--- config.mk ---
export PLATFORM = sky130hd
export DESIGN_NAME = sgram_wpb_writer
export DESIGN_NICKNAME = d
export VERILOG_FILES = /design/src/rtl/sgram_wpb_pkg.sv /design/src/rtl/sgram_wpb_bank.sv /design/src/rtl/sgram_wpb_burst.sv /design/src/rtl/sgram_wpb_merge.sv /design/src/rtl/sgram_wpb_writer.sv
export SDC_FILE = /design/constraint.sdc
export NUM_CORES = 1
export LEC_CHECK = 0
export BUFFER_PORTS_ARGS = -buffer_cell sky130_fd_sc_hd__buf_2
export CORE_ASPECT_RATIO = 0.6
export CORE_UTILIZATION = 45
export DETAILED_ROUTE_END_ITERATION = 8
export HOLD_SLACK_MARGIN = 0.12
export PLACE_DENSITY_LB_ADDON = 0.3
export SETUP_SLACK_MARGIN = 0.02
export SYNTH_ARGS = -nofsm -noshare
export SYNTH_HDL_FRONTEND = slang
export SYNTH_HIERARCHICAL = 1
export SYNTH_SLANG_ARGS = --single-unit
--- constraint.sdc ---
create_clock -name clk -period 6.6 [get_ports clk]
set_input_delay 0.66 -clock clk [delete_from_list [all_inputs] [get_ports clk]]
set_output_delay 0.66 -clock clk [all_outputs]
set_load 0.03 [all_outputs]
--- src/rtl/sgram_wpb_pkg.sv ---
package sgram_wpb_pkg;

  typedef enum logic [2:0] {
    C_NOP,
    C_ACT,
    C_PRE,
    C_MRS,
    C_WRITE,
    C_READ
  } cmd_e;

  // Pin decode of one command edge; a_ctl is the write-variant address bit.
  function automatic cmd_e cmd_decode(input logic ras_n, input logic cas_n,
                                      input logic we_n, input logic dsf,
                                      input logic a_ctl);
    cmd_e c;
    case ({ras_n, cas_n, we_n})
      3'b011:  c = C_ACT;
      3'b010:  c = C_PRE;
      3'b000:  c = dsf ? C_NOP : C_MRS;
      3'b100:  c = (dsf || a_ctl) ? C_NOP : C_WRITE;
      3'b101:  c = dsf ? C_NOP : C_READ;
      default: c = C_NOP;
    endcase
    return c;
  endfunction

endpackage

--- src/rtl/sgram_wpb_bank.sv ---
module sgram_wpb_bank #(
  parameter int ROW_W = 11,
  parameter int TRCD  = 2
) (
  input  logic             clk,
  input  logic             rst_n,
  input  logic             act_i,
  input  logic             pre_i,
  input  logic             masked_i,
  input  logic [ROW_W-1:0] row_i,
  output logic             ready_o,
  output logic             masked_o,
  output logic [ROW_W-1:0] row_o
);
  localparam int CNT_W = $clog2(TRCD + 1);

  logic             open_q, open_d;
  logic [CNT_W-1:0] cnt_q, cnt_d;
  logic             cnt_en;
  logic             masked_q;
  logic [ROW_W-1:0] row_q;

  always_comb begin
    open_d = open_q;
    if (act_i)      open_d = 1'b1;
    else if (pre_i) open_d = 1'b0;
    cnt_en = act_i || (open_q && (cnt_q < CNT_W'(TRCD)));
    cnt_d  = act_i ? CNT_W'(1) : cnt_q + CNT_W'(1);
  end

  always_ff @(posedge clk or negedge rst_n) begin
    if (!rst_n) begin
      open_q <= 1'b0;
    end else begin
      open_q <= open_d;
    end
  end

  always_ff @(posedge clk or negedge rst_n) begin
    if (!rst_n) begin
      cnt_q <= '0;
    end else if (cnt_en) begin
      cnt_q <= cnt_d;
    end
  end

  always_ff @(posedge clk or negedge rst_n) begin
    if (!rst_n) begin
      masked_q <= 1'b0;
      row_q    <= '0;
    end else if (act_i) begin
      masked_q <= masked_i;
      row_q    <= row_i;
    end
  end

  assign ready_o  = open_q && (cnt_q >= CNT_W'(TRCD));
  assign masked_o = masked_q;
  assign row_o    = row_q;
endmodule

--- src/rtl/sgram_wpb_burst.sv ---
module sgram_wpb_burst #(
  parameter int COL_W = 8
) (
  input  logic             clk,
  input  logic             rst_n,
  input  logic             start_i,
  input  logic             stop_i,
  input  logic [COL_W-1:0] col_i,
  input  logic [COL_W-1:0] blk_mask_i,
  input  logic             full_i,
  input  logic             ilv_i,
  output logic             cont_o,
  output logic [COL_W-1:0] col_o
);
  logic             busy_q, busy_d;
  logic [COL_W-1:0] base_q, idx_q, idx_d, bmask_q;
  logic             full_q, ilv_q;
  logic [COL_W-1:0] offs, seq_col;
  logic             idx_en;

  always_comb begin
    cont_o  = busy_q && !stop_i && !start_i;
    offs    = ilv_q ? (base_q ^ idx_q) : (base_q + idx_q);
    seq_col = (base_q & ~bmask_q) | (offs & bmask_q);
    col_o   = cont_o ? seq_col : col_i;

    busy_d = busy_q;
    idx_d  = idx_q + COL_W'(1);
    idx_en = 1'b0;
    if (start_i) begin
      busy_d = (blk_mask_i != '0);
      idx_d  = COL_W'(1);
      idx_en = 1'b1;
    end else if (stop_i) begin
      busy_d = 1'b0;
    end else if (cont_o) begin
      if (!full_q && (idx_q == bmask_q)) busy_d = 1'b0;
      else                              idx_en = 1'b1;
    end
  end

  always_ff @(posedge clk or negedge rst_n) begin
    if (!rst_n) begin
      busy_q <= 1'b0;
    end else begin
      busy_q <= busy_d;
    end
  end

  always_ff @(posedge clk or negedge rst_n) begin
    if (!rst_n) begin
      idx_q <= '0;
    end else if (idx_en) begin
      idx_q <= idx_d;
    end
  end

  always_ff @(posedge clk or negedge rst_n) begin
    if (!rst_n) begin
      base_q  <= '0;
      bmask_q <= '0;
      full_q  <= 1'b0;
      ilv_q   <= 1'b0;
    end else if (start_i) begin
      base_q  <= col_i;
      bmask_q <= blk_mask_i;
      full_q  <= full_i;
      ilv_q   <= ilv_i && !full_i;
    end
  end
endmodule

--- src/rtl/sgram_wpb_merge.sv ---
module sgram_wpb_merge #(
  parameter int DQ_W   = 32,
  parameter int BYTE_W = 8,
  localparam int NB    = DQ_W / BYTE_W
) (
  input  logic [NB-1:0]   dqm_i,
  input  logic            masked_i,
  input  logic [DQ_W-1:0] mask_i,
  output logic [DQ_W-1:0] en_o
);
  for (genvar b = 0; b < NB; b++) begin : g_byte
    logic [BYTE_W-1:0] bit_part;
    assign bit_part = masked_i ? mask_i[b*BYTE_W +: BYTE_W] : {BYTE_W{1'b1}};
    assign en_o[b*BYTE_W +: BYTE_W] = {BYTE_W{~dqm_i[b]}} & bit_part;
  end
endmodule

--- src/rtl/sgram_wpb_writer.sv ---
module sgram_wpb_writer
  import sgram_wpb_pkg::*;
#(
  parameter int NUM_BANKS = 2,
  parameter int ADDR_W    = 11,
  parameter int COL_W     = 8,
  parameter int DQ_W      = 32,
  parameter int BYTE_W    = 8,
  parameter int TRCD      = 2,
  localparam int BANK_W   = $clog2(NUM_BANKS),
  localparam int NB       = DQ_W / BYTE_W
) (
  input  logic              clk,
  input  logic              rst_n,
  input  logic              ras_n,
  input  logic              cas_n,
  input  logic              we_n,
  input  logic              dsf,
  input  logic [BANK_W-1:0] bs,
  input  logic [ADDR_W-1:0] addr,
  input  logic [DQ_W-1:0]   dq,
  input  logic [NB-1:0]     dqm,
  input  logic              mask_ld,
  input  logic [DQ_W-1:0]   mask_in,
  output logic              arr_we,
  output logic [BANK_W-1:0] arr_bank,
  output logic [ADDR_W-1:0] arr_row,
  output logic [COL_W-1:0]  arr_col,
  output logic [DQ_W-1:0]   arr_wdata,
  output logic [DQ_W-1:0]   arr_bit_en,
  output logic              wr_err
);
  localparam int AP_BIT  = ADDR_W - 1;
  localparam int CTL_BIT = COL_W;

  // reset: asynchronous assert, synchronous release
  logic rst_s0, rst_int_n;
  always_ff @(posedge clk or negedge rst_n) begin
    if (!rst_n) begin
      rst_s0    <= 1'b0;
      rst_int_n <= 1'b0;
    end else begin
      rst_s0    <= 1'b1;
      rst_int_n <= rst_s0;
    end
  end

  cmd_e cmd;
  assign cmd = cmd_decode(ras_n, cas_n, we_n, dsf, addr[CTL_BIT]);

  // bank state
  logic [NUM_BANKS-1:0] act_v, pre_v, bank_ready, bank_masked;
  logic [ADDR_W-1:0]    bank_row [NUM_BANKS];

  for (genvar b = 0; b < NUM_BANKS; b++) begin : g_bank
    assign act_v[b] = (cmd == C_ACT) && (bs == BANK_W'(b));
    assign pre_v[b] = (cmd == C_PRE) && (addr[AP_BIT] || (bs == BANK_W'(b)));
    sgram_wpb_bank #(.ROW_W(ADDR_W), .TRCD(TRCD)) u_bank (
      .clk      (clk),
      .rst_n    (rst_int_n),
      .act_i    (act_v[b]),
      .pre_i    (pre_v[b]),
      .masked_i (dsf),
      .row_i    (addr),
      .ready_o  (bank_ready[b]),
      .masked_o (bank_masked[b]),
      .row_o    (bank_row[b])
    );
  end

  // mode register
  logic [2:0]       mode_code_q;
  logic             mode_ilv_q;
  logic             mode_full;
  logic [COL_W-1:0] blk_mask;
  logic             mrs;
  assign mrs = (cmd == C_MRS);

  always_ff @(posedge clk or negedge rst_int_n) begin
    if (!rst_int_n) begin
      mode_code_q <= 3'd0;
      mode_ilv_q  <= 1'b0;
    end else if (mrs) begin
      mode_code_q <= addr[2:0];
      mode_ilv_q  <= addr[3];
    end
  end

  always_comb begin
    mode_full = 1'b0;
    blk_mask  = '0;
    if (mode_code_q == 3'd7) begin
      mode_full = 1'b1;
      blk_mask  = '1;
    end else if (!mode_code_q[2]) begin
      blk_mask = (COL_W'(1) << mode_code_q[1:0]) - COL_W'(1);
    end
  end

  // bit mask register
  logic [DQ_W-1:0] mask_q;
  always_ff @(posedge clk or negedge rst_int_n) begin
    if (!rst_int_n) begin
      mask_q <= '1;
    end else if (mask_ld) begin
      mask_q <= mask_in;
    end
  end

  // command acceptance and burst ownership
  logic              wr_cmd, wr_ok, wr_rej, pre_hit, stop, cont, wr_now;
  logic [BANK_W-1:0] bbank_q;
  logic [ADDR_W-1:0] brow_q;
  logic              bmasked_q;

  assign wr_cmd  = (cmd == C_WRITE);
  assign wr_ok   = wr_cmd && bank_ready[bs];
  assign wr_rej  = wr_cmd && !bank_ready[bs];
  assign pre_hit = (cmd == C_PRE) && (addr[AP_BIT] || (bs == bbank_q));
  assign stop    = wr_cmd || (cmd == C_READ) || pre_hit;

  always_ff @(posedge clk or negedge rst_int_n) begin
    if (!rst_int_n) begin
      bbank_q   <= '0;
      brow_q    <= '0;
      bmasked_q <= 1'b0;
    end else if (wr_ok) begin
      bbank_q   <= bs;
      brow_q    <= bank_row[bs];
      bmasked_q <= bank_masked[bs];
    end
  end

  logic [COL_W-1:0] cur_col;
  sgram_wpb_burst #(.COL_W(COL_W)) u_burst (
    .clk        (clk),
    .rst_n      (rst_int_n),
    .start_i    (wr_ok),
    .stop_i     (stop),
    .col_i      (addr[COL_W-1:0]),
    .blk_mask_i (blk_mask),
    .full_i     (mode_full),
    .ilv_i      (mode_ilv_q),
    .cont_o     (cont),
    .col_o      (cur_col)
  );

  logic [BANK_W-1:0] cur_bank;
  logic [ADDR_W-1:0] cur_row;
  logic              cur_masked;
  logic [DQ_W-1:0]   cur_en;

  assign wr_now     = wr_ok || cont;
  assign cur_bank   = wr_ok ? bs : bbank_q;
  assign cur_row    = wr_ok ? bank_row[bs] : brow_q;
  assign cur_masked = wr_ok ? bank_masked[bs] : bmasked_q;

  sgram_wpb_merge #(.DQ_W(DQ_W), .BYTE_W(BYTE_W)) u_merge (
    .dqm_i    (dqm),
    .masked_i (cur_masked),
    .mask_i   (mask_q),
    .en_o     (cur_en)
  );

  // array write port
  always_ff @(posedge clk or negedge rst_int_n) begin
    if (!rst_int_n) begin
      arr_we <= 1'b0;
      wr_err <= 1'b0;
    end else begin
      arr_we <= wr_now;
      wr_err <= wr_rej;
    end
  end

  always_ff @(posedge clk or negedge rst_int_n) begin
    if (!rst_int_n) begin
      arr_bank   <= '0;
      arr_row    <= '0;
      arr_col    <= '0;
      arr_wdata  <= '0;
      arr_bit_en <= '0;
    end else if (wr_now) begin
      arr_bank   <= cur_bank;
      arr_row    <= cur_row;
      arr_col    <= cur_col;
      arr_wdata  <= dq;
      arr_bit_en <= cur_en;
    end
  end
endmodule

==> results.json, run 1 <==
{
  "outcome": "complete, no violations",
  "start_util_pct": 46.4,
  "clock_latency_ns": 0.44,
  "hold_viol_final": 0,
  "finalCritPeriodShare_pct": 66.1,
  "cts.path.max_buffers": 2,
  "root_buffer": "clkbuf_16",
  "hold_buffers": 1,
  "yosysSeqAreaShare_pct": 55.0,
  "drt-pass1-iter-count": 6,
  "fp.dieW_um": 183,
  "design_area_um2": 10500,
  "pin_count": 173,
  "ys_types": 57,
  "antenna_found_initial": 1,
  "wl_per_cell_um": 17.0,
  "syn_inst": 673,
  "hp-class": "reg2async",
  "ys.flop_type": "dfrtp_1",
  "yosysWarnings": 6,
  "gp_congestion": 0.850,
  "io_buffers": 172,
  "top_usage_layer": "met1",
  "post_cts_buffers": 0,
  "cts.sink_count": 194,
  "slew_violations": 0,
  "maxSlewHeadroom_pct": 33.6,
  "fin_total_pwr_uw": 4390,
  "via_count": 5624,
  "cts_tree": "done",
  "drt_iter0_drc": 351,
  "crit_chain": "inv_1 > ha_1 > o21a_1 > mux2_4 > nand3_1 > inv_2 > nor2_1 > nand2_1 > inv_1 > a31oi_4 > buf_4 > mux2_1",
  "met1_usage_pct": 30.7,
  "synth_nets": 771,
  "dp_hpwl_mm": 12.9,
  "grt_max_degree": 162,
  "use_met3_pct": 5.26,
  "clk_pin_slew_ns": 0.07,
  "final_antenna_net_count": 0,
  "synth_edf_count": 0,
  "dp.cells": 1084,
  "grt_setup_unrepaired": "no",
  "start_kind": "flip-flop",
  "clock.fmax_ghz": 0.229,
  "worstPathMaxFanout": 46,
  "crit_type": "reg2reg",
  "cp_common_cell": "inv_1",
  "fin_cells": 1117,
  "placementRows": 39,
  "drive_gt1_share_pct": 43.7,
  "num_antenna_cells": 0,
  "grt_overflow": 0,
  "routed_via_density": 5.03,
  "grt_use_total_pct": 20.2,
  "grt_pass1_wl_mm": 31.8,
  "peakVddDrop_v": 0.000254,
  "layout.nets": 936,
  "drc": 0,
  "post_dp_cell_area_um2": 9910,
  "postCtsResizedCells": 0,
  "leakagePower_uw": 0.00515,
  "min_period_ns": 4.36,
  "setup_viol": 0,
  "critPathArrivalTime_ns": 4.67,
  "wirelength_mm": 19.0,
  "grt_pass1_vias": 5807,
  "worstPathRequired_ns": 6.91,
  "area_delta_synth_final_pct": 18.3,
  "crit_buf_inv": 4,
  "max-cap-violations": 0,
  "numCtsBuffers": 17,
  "core_um2": 19200,
  "tightest_slew_ns": 0.997,
  "syn_area_per_cell_um2": 13.2,
  "die_h_um": 111,
  "power-per-cell-area_nw_per_um2": 417,
  "die_area_um2": 20300,
  "cp_slowest_cell": "inv_2",
  "fin_tns_setup_ns": 0,
  "grt_util_met2_pct": 28.3,
  "critPathMaxStageDelay_ns": 0.92,
  "synthArstFlopShare_pct": 100,
  "htreeDepth": 4,
  "crit_family": "buffers and inverters",
  "fin_worst_skew_ns": 0.0130,
  "syn_area_um2": 8890,
  "cp-end-kind": "flip-flop",
  "ys_seq_elements": 194
}
routing by layer:
| metal | up-vias | wire, um |
|---|---|---|
| met2 | 131 | 7850 |
| li1 | 2665 | - |
| met5 | - | 13 |
| met4 | 2 | 161 |
| met3 | 16 | 965 |
| met1 | 2810 | 9970 |
through the flow:
| step | setup slack [ns] | utilization, % | hold WS [ns] |
|---|---|---|---|
| after global placement | 1.98 | 51.7 | 0.286 |
| after CTS | 2.23 | 54.9 | 0.298 |
| after floorplan | 0.850 | - | 0.331 |
| after global routing | 1.90 | 54.9 | 0.323 |
| after detailed placement | 1.83 | 51.7 | 0.289 |
| final | 2.24 | 54.9 | 0.270 |
path summary, 6_finish.rpt:
check / start / endpoint / slack [ns] / cells after the start
max: g_bank[1].u_bank/cnt_q[0] / arr_bit_en[18] / 2.24 / 12
min reg2reg: rst_int_n / arr_wdata[3] / 0.27 / 0
max in group asynchronous: rst_int_n / arr_col[3] / 5.05 / 1
max reg2reg: g_bank[1].u_bank/cnt_q[0] / arr_bit_en[18] / 2.24 / 12
min: rst_int_n / arr_wdata[3] / 0.27 / 0
min in group clk: rst_s0 / rst_int_n / 0.35 / 0
layout make-up:
class / count / area (um^2)
clock inverters: 13 / 154
repair buffers: 179 / 928
fillers: 1656 / 8650
flip-flops and latches: 194 / 4900
well taps: 266 / 333
multi-input cells: 394 / 3560
inverters: 52 / 195
clock buffers: 19 / 453
power breakdown:
part | leakage, uW | switching (uW) | internal, uW | total (uW)
registers | 0.00235 | 236 | 1580 | 1820
clock network | 0.000296 | 468 | 586 | 1050
logic | 0.00250 | 945 | 570 | 1520
total | 0.00515 | 1650 | 2740 | 4390
cells by family after synthesis:
logic type / Yosys count / share of synthesized area, %
compound gates: 86 / 5.68
buf+inv: 85 / 5.13
mux: 195 / 25.3
fa+ha+maj: 11 / 1.63
simple gates: 82 / 5.35
xor+xnor: 19 / 1.87
other cells: 1 / 0.0422
flops: 194 / 55.0
cell usage after synthesis (4+ instances only):
cell,count,area [um^2]
dfrtp_1,162,4050
mux2_2,97,1090
mux2_1,78,878
inv_1,51,191
a21oi_1,44,220
dfstp_2,32,841
nand2_1,22,82.6
o21ai_0,20,100
nor2_1,16,60.1
mux2_4,15,225
buf_6,13,146
xor2_1,13,114
ha_1,10,125
clkbuf_1,8,30.0
and3_1,6,37.5
buf_1,6,22.5
xnor2_1,6,52.6
mux2i_1,5,50.1
nand2b_1,4,25.0
sequential cells by signal, indices dropped and copies added (netlist names), 2 cells and up:
signal	count
mode_code_q	3
arr_bit_en	32
g_bank.u_bank/cnt_q	4
g_bank.u_bank/masked_o	2
mask_q	32
u_burst/base_q	8
arr_col	8
g_bank.u_bank/row_o	22
brow_q	11
arr_row	11
arr_wdata	32
u_burst/idx_q	8
u_burst/bmask_q	8
g_bank.u_bank/open_q	2
placed cells by master, fill, tap and decap left out, types with 4 or more instances in the layout:
cell type / count
inv_1: 51
nand2b_1: 4
clkbuf_16: 17
nand2_1: 22
clkinv_4: 7
xor2_1: 13
mux2_1: 78
nor2_1: 16
o21ai_0: 20
dfstp_2: 32
buf_2: 172
dfrtp_1: 161
mux2_2: 97
buf_4: 5
mux2_4: 15
and3_1: 6
xnor2_1: 6
a21oi_1: 43
ha_1: 10
mux2i_1: 5
No activity file was read; power rests on OpenSTA's default activity.
==> run 2, diff against run 1 <==
- clock period: 6.6 -> 4.4 ns (I/O delays scaled with it)
==> results.json, run 2 (same netlist as run 1, synthesis figures left out) <==
{
  "outcome": "complete, no violations",
  "finalCritPeriodShare_pct": 75.9,
  "critPathMaxStageDelay_ns": 0.45,
  "start_kind": "flip-flop",
  "fin_worst_skew_ns": 0.0131,
  "drt_iter0_drc": 338,
  "critPathArrivalTime_ns": 3.64,
  "fillers": 1606,
  "layout_commonest_cell": "buf_2",
  "drc": 0,
  "setup_viol": 0,
  "cp_slowest_cell": "nand3_1",
  "num_antenna_cells": 0,
  "postCtsResizedCells": 0,
  "fp.dieW_um": 183,
  "core_um2": 19200,
  "clock.fmax_ghz": 0.299,
  "cp-end-kind": "flip-flop",
  "worstPathMaxFanout": 13,
  "layout.nets": 939,
  "leakagePower_uw": 0.00522,
  "min_period_ns": 3.34,
  "drt-pass1-iter-count": 4,
  "drive_gt1_share_pct": 43.9,
  "r2r_start": "g_bank[1].u_bank/cnt_q[0]",
  "start_util_pct": 46.4,
  "reg_top3": "arr_bit_en: 32 flops, arr_wdata: 32 flops, mask_q: 32 flops",
  "clk_pin_slew_ns": 0.07,
  "reg2reg_slack_ns": 1.06,
  "routed_via_density": 5.04,
  "clock_latency_ns": 0.43,
  "die_area_um2": 20300,
  "peakVddDrop_v": 0.000352,
  "worstPathRequired_ns": 4.70,
  "slew_violations": 0,
  "io_buffers": 172,
  "crit_chain": "inv_1 > ha_1 > o21a_1 > mux2_4 > nand3_1 > inv_2 > nor2_1 > nand2_1 > buf_4 > inv_1 > buf_4 > nand4_1 > and4bb_2 > xnor2_1 > nor2_1",
  "tightest_slew_ns": 0.991,
  "grt_overflow": 0,
  "startpoint": "g_bank[1].u_bank/cnt_q[0]",
  "fin_tns_setup_ns": 0,
  "cts.sink_count": 194,
  "via_count": 5647,
  "dp.cells": 1087,
  "final_cell_mix": "172 x buf_2, 161 x dfrtp_1, 97 x mux2_2, 78 x mux2_1, 51 x inv_1",
  "crit_type": "reg2reg",
  "cts_tree": "done",
  "grt_use_total_pct": 19.7,
  "antenna_found_initial": 0,
  "cts.path.max_buffers": 2,
  "gp_congestion": 0.787,
  "dp_hpwl_mm": 13.0,
  "grt_pass1_vias": 5744,
  "post_cts_buffers": 0,
  "pin_count": 173,
  "grt_setup_unrepaired": "no",
  "final_core_util_pct": 55.7,
  "grt_pass1_wl_mm": 30.9,
  "wirelength_mm": 18.9,
  "wl_per_cell_um": 16.8,
  "hp-start": "dq[11]",
  "numCtsBuffers": 17,
  "die_h_um": 111,
  "power-per-cell-area_nw_per_um2": 646,
  "maxSlewHeadroom_pct": 33.9,
  "final_antenna_net_count": 0,
  "fin_cells": 1120,
  "htreeDepth": 4,
  "placementRows": 39,
  "hold_viol_final": 0,
  "area_delta_synth_final_pct": 20.0,
  "hold_buffers": 1,
  "max-cap-violations": 0,
  "hp-class": "in2reg",
  "root_buffer": "clkbuf_16",
  "grt_max_degree": 105
}
run 2: changes by cell type in the layout (fill, tap and decap cells not counted), sizes merged:
cell      change
clkinv        -7
bufinv        +6
buf           +3
clkbuf        -2
inv           +2
clkinvlp      +1
run 2: layout make-up:
cell class                 count  area [um^2]  share of cell area, %
clock buffer                  17          425                   3.99
clock inverter                15          299                   2.80
inverter                      52          195                   1.83
multi-input combinational    394         3560                   33.4
sequential                   194         4900                   45.9
tap                          266          333                   3.12
timing repair buffer         182          963                   9.02
run 2: report_power, final:
group	leakage (uW)	switching [uW]	internal, uW
clock	0.000345	698	1190
combinational	0.00252	1410	859
sequential	0.00235	360	2370
total	0.00522	2470	4420
run 2: metal layers:
layer / wire length, um / global-route usage [%] / share of wire, %
met1: 9700 / 30.3 / 51
met2: 7720 / 27.4 / 41
met3: 1230 / 4.57 / 6.5
met4: 199 / 5.61 / 1.1
met5: 0 / 0 / 0
run 2: final timing paths:
kind,endpoint,depth (start not counted)
setup / recovery,u_burst/idx_q[7],15
hold / removal,arr_wdata[11],2
setup reg to reg,u_burst/idx_q[7],15
hold reg to reg,arr_bit_en[11],0
max in group asynchronous,brow_q[9],1
min in group asynchronous,arr_bit_en[11],0
run 2: stage by stage:
| step | cell area (um^2) | hold WS, ns | power [uW] | setup WS [ns] |
|---|---|---|---|---|
| floorplan | 8890 | 0.144 | 4350 | 1.23 |
| global placement | 9940 | 0.227 | 5000 | 1.15 |
| detailed placement | 9940 | 0.232 | 5040 | 1.11 |
| CTS | 10700 | 0.199 | 6970 | 1.03 |
| global route | 10700 | 0.201 | 7260 | 0.838 |
| finish | 10700 | 0.219 | 6890 | 1.06 |
run 2: critical path: cells and delay by family, from the launching register on:
family	cells	cell delay, ns
AO/OA/AOI/OAI	1	0.20
XOR/XNOR	1	0.11
adder cells (fa/ha/maj)	1	0.19
buffers and inverters	5	0.88
flip-flops	1	0.38
multiplexers	1	0.30
AND/OR/NAND/NOR	6	1.14
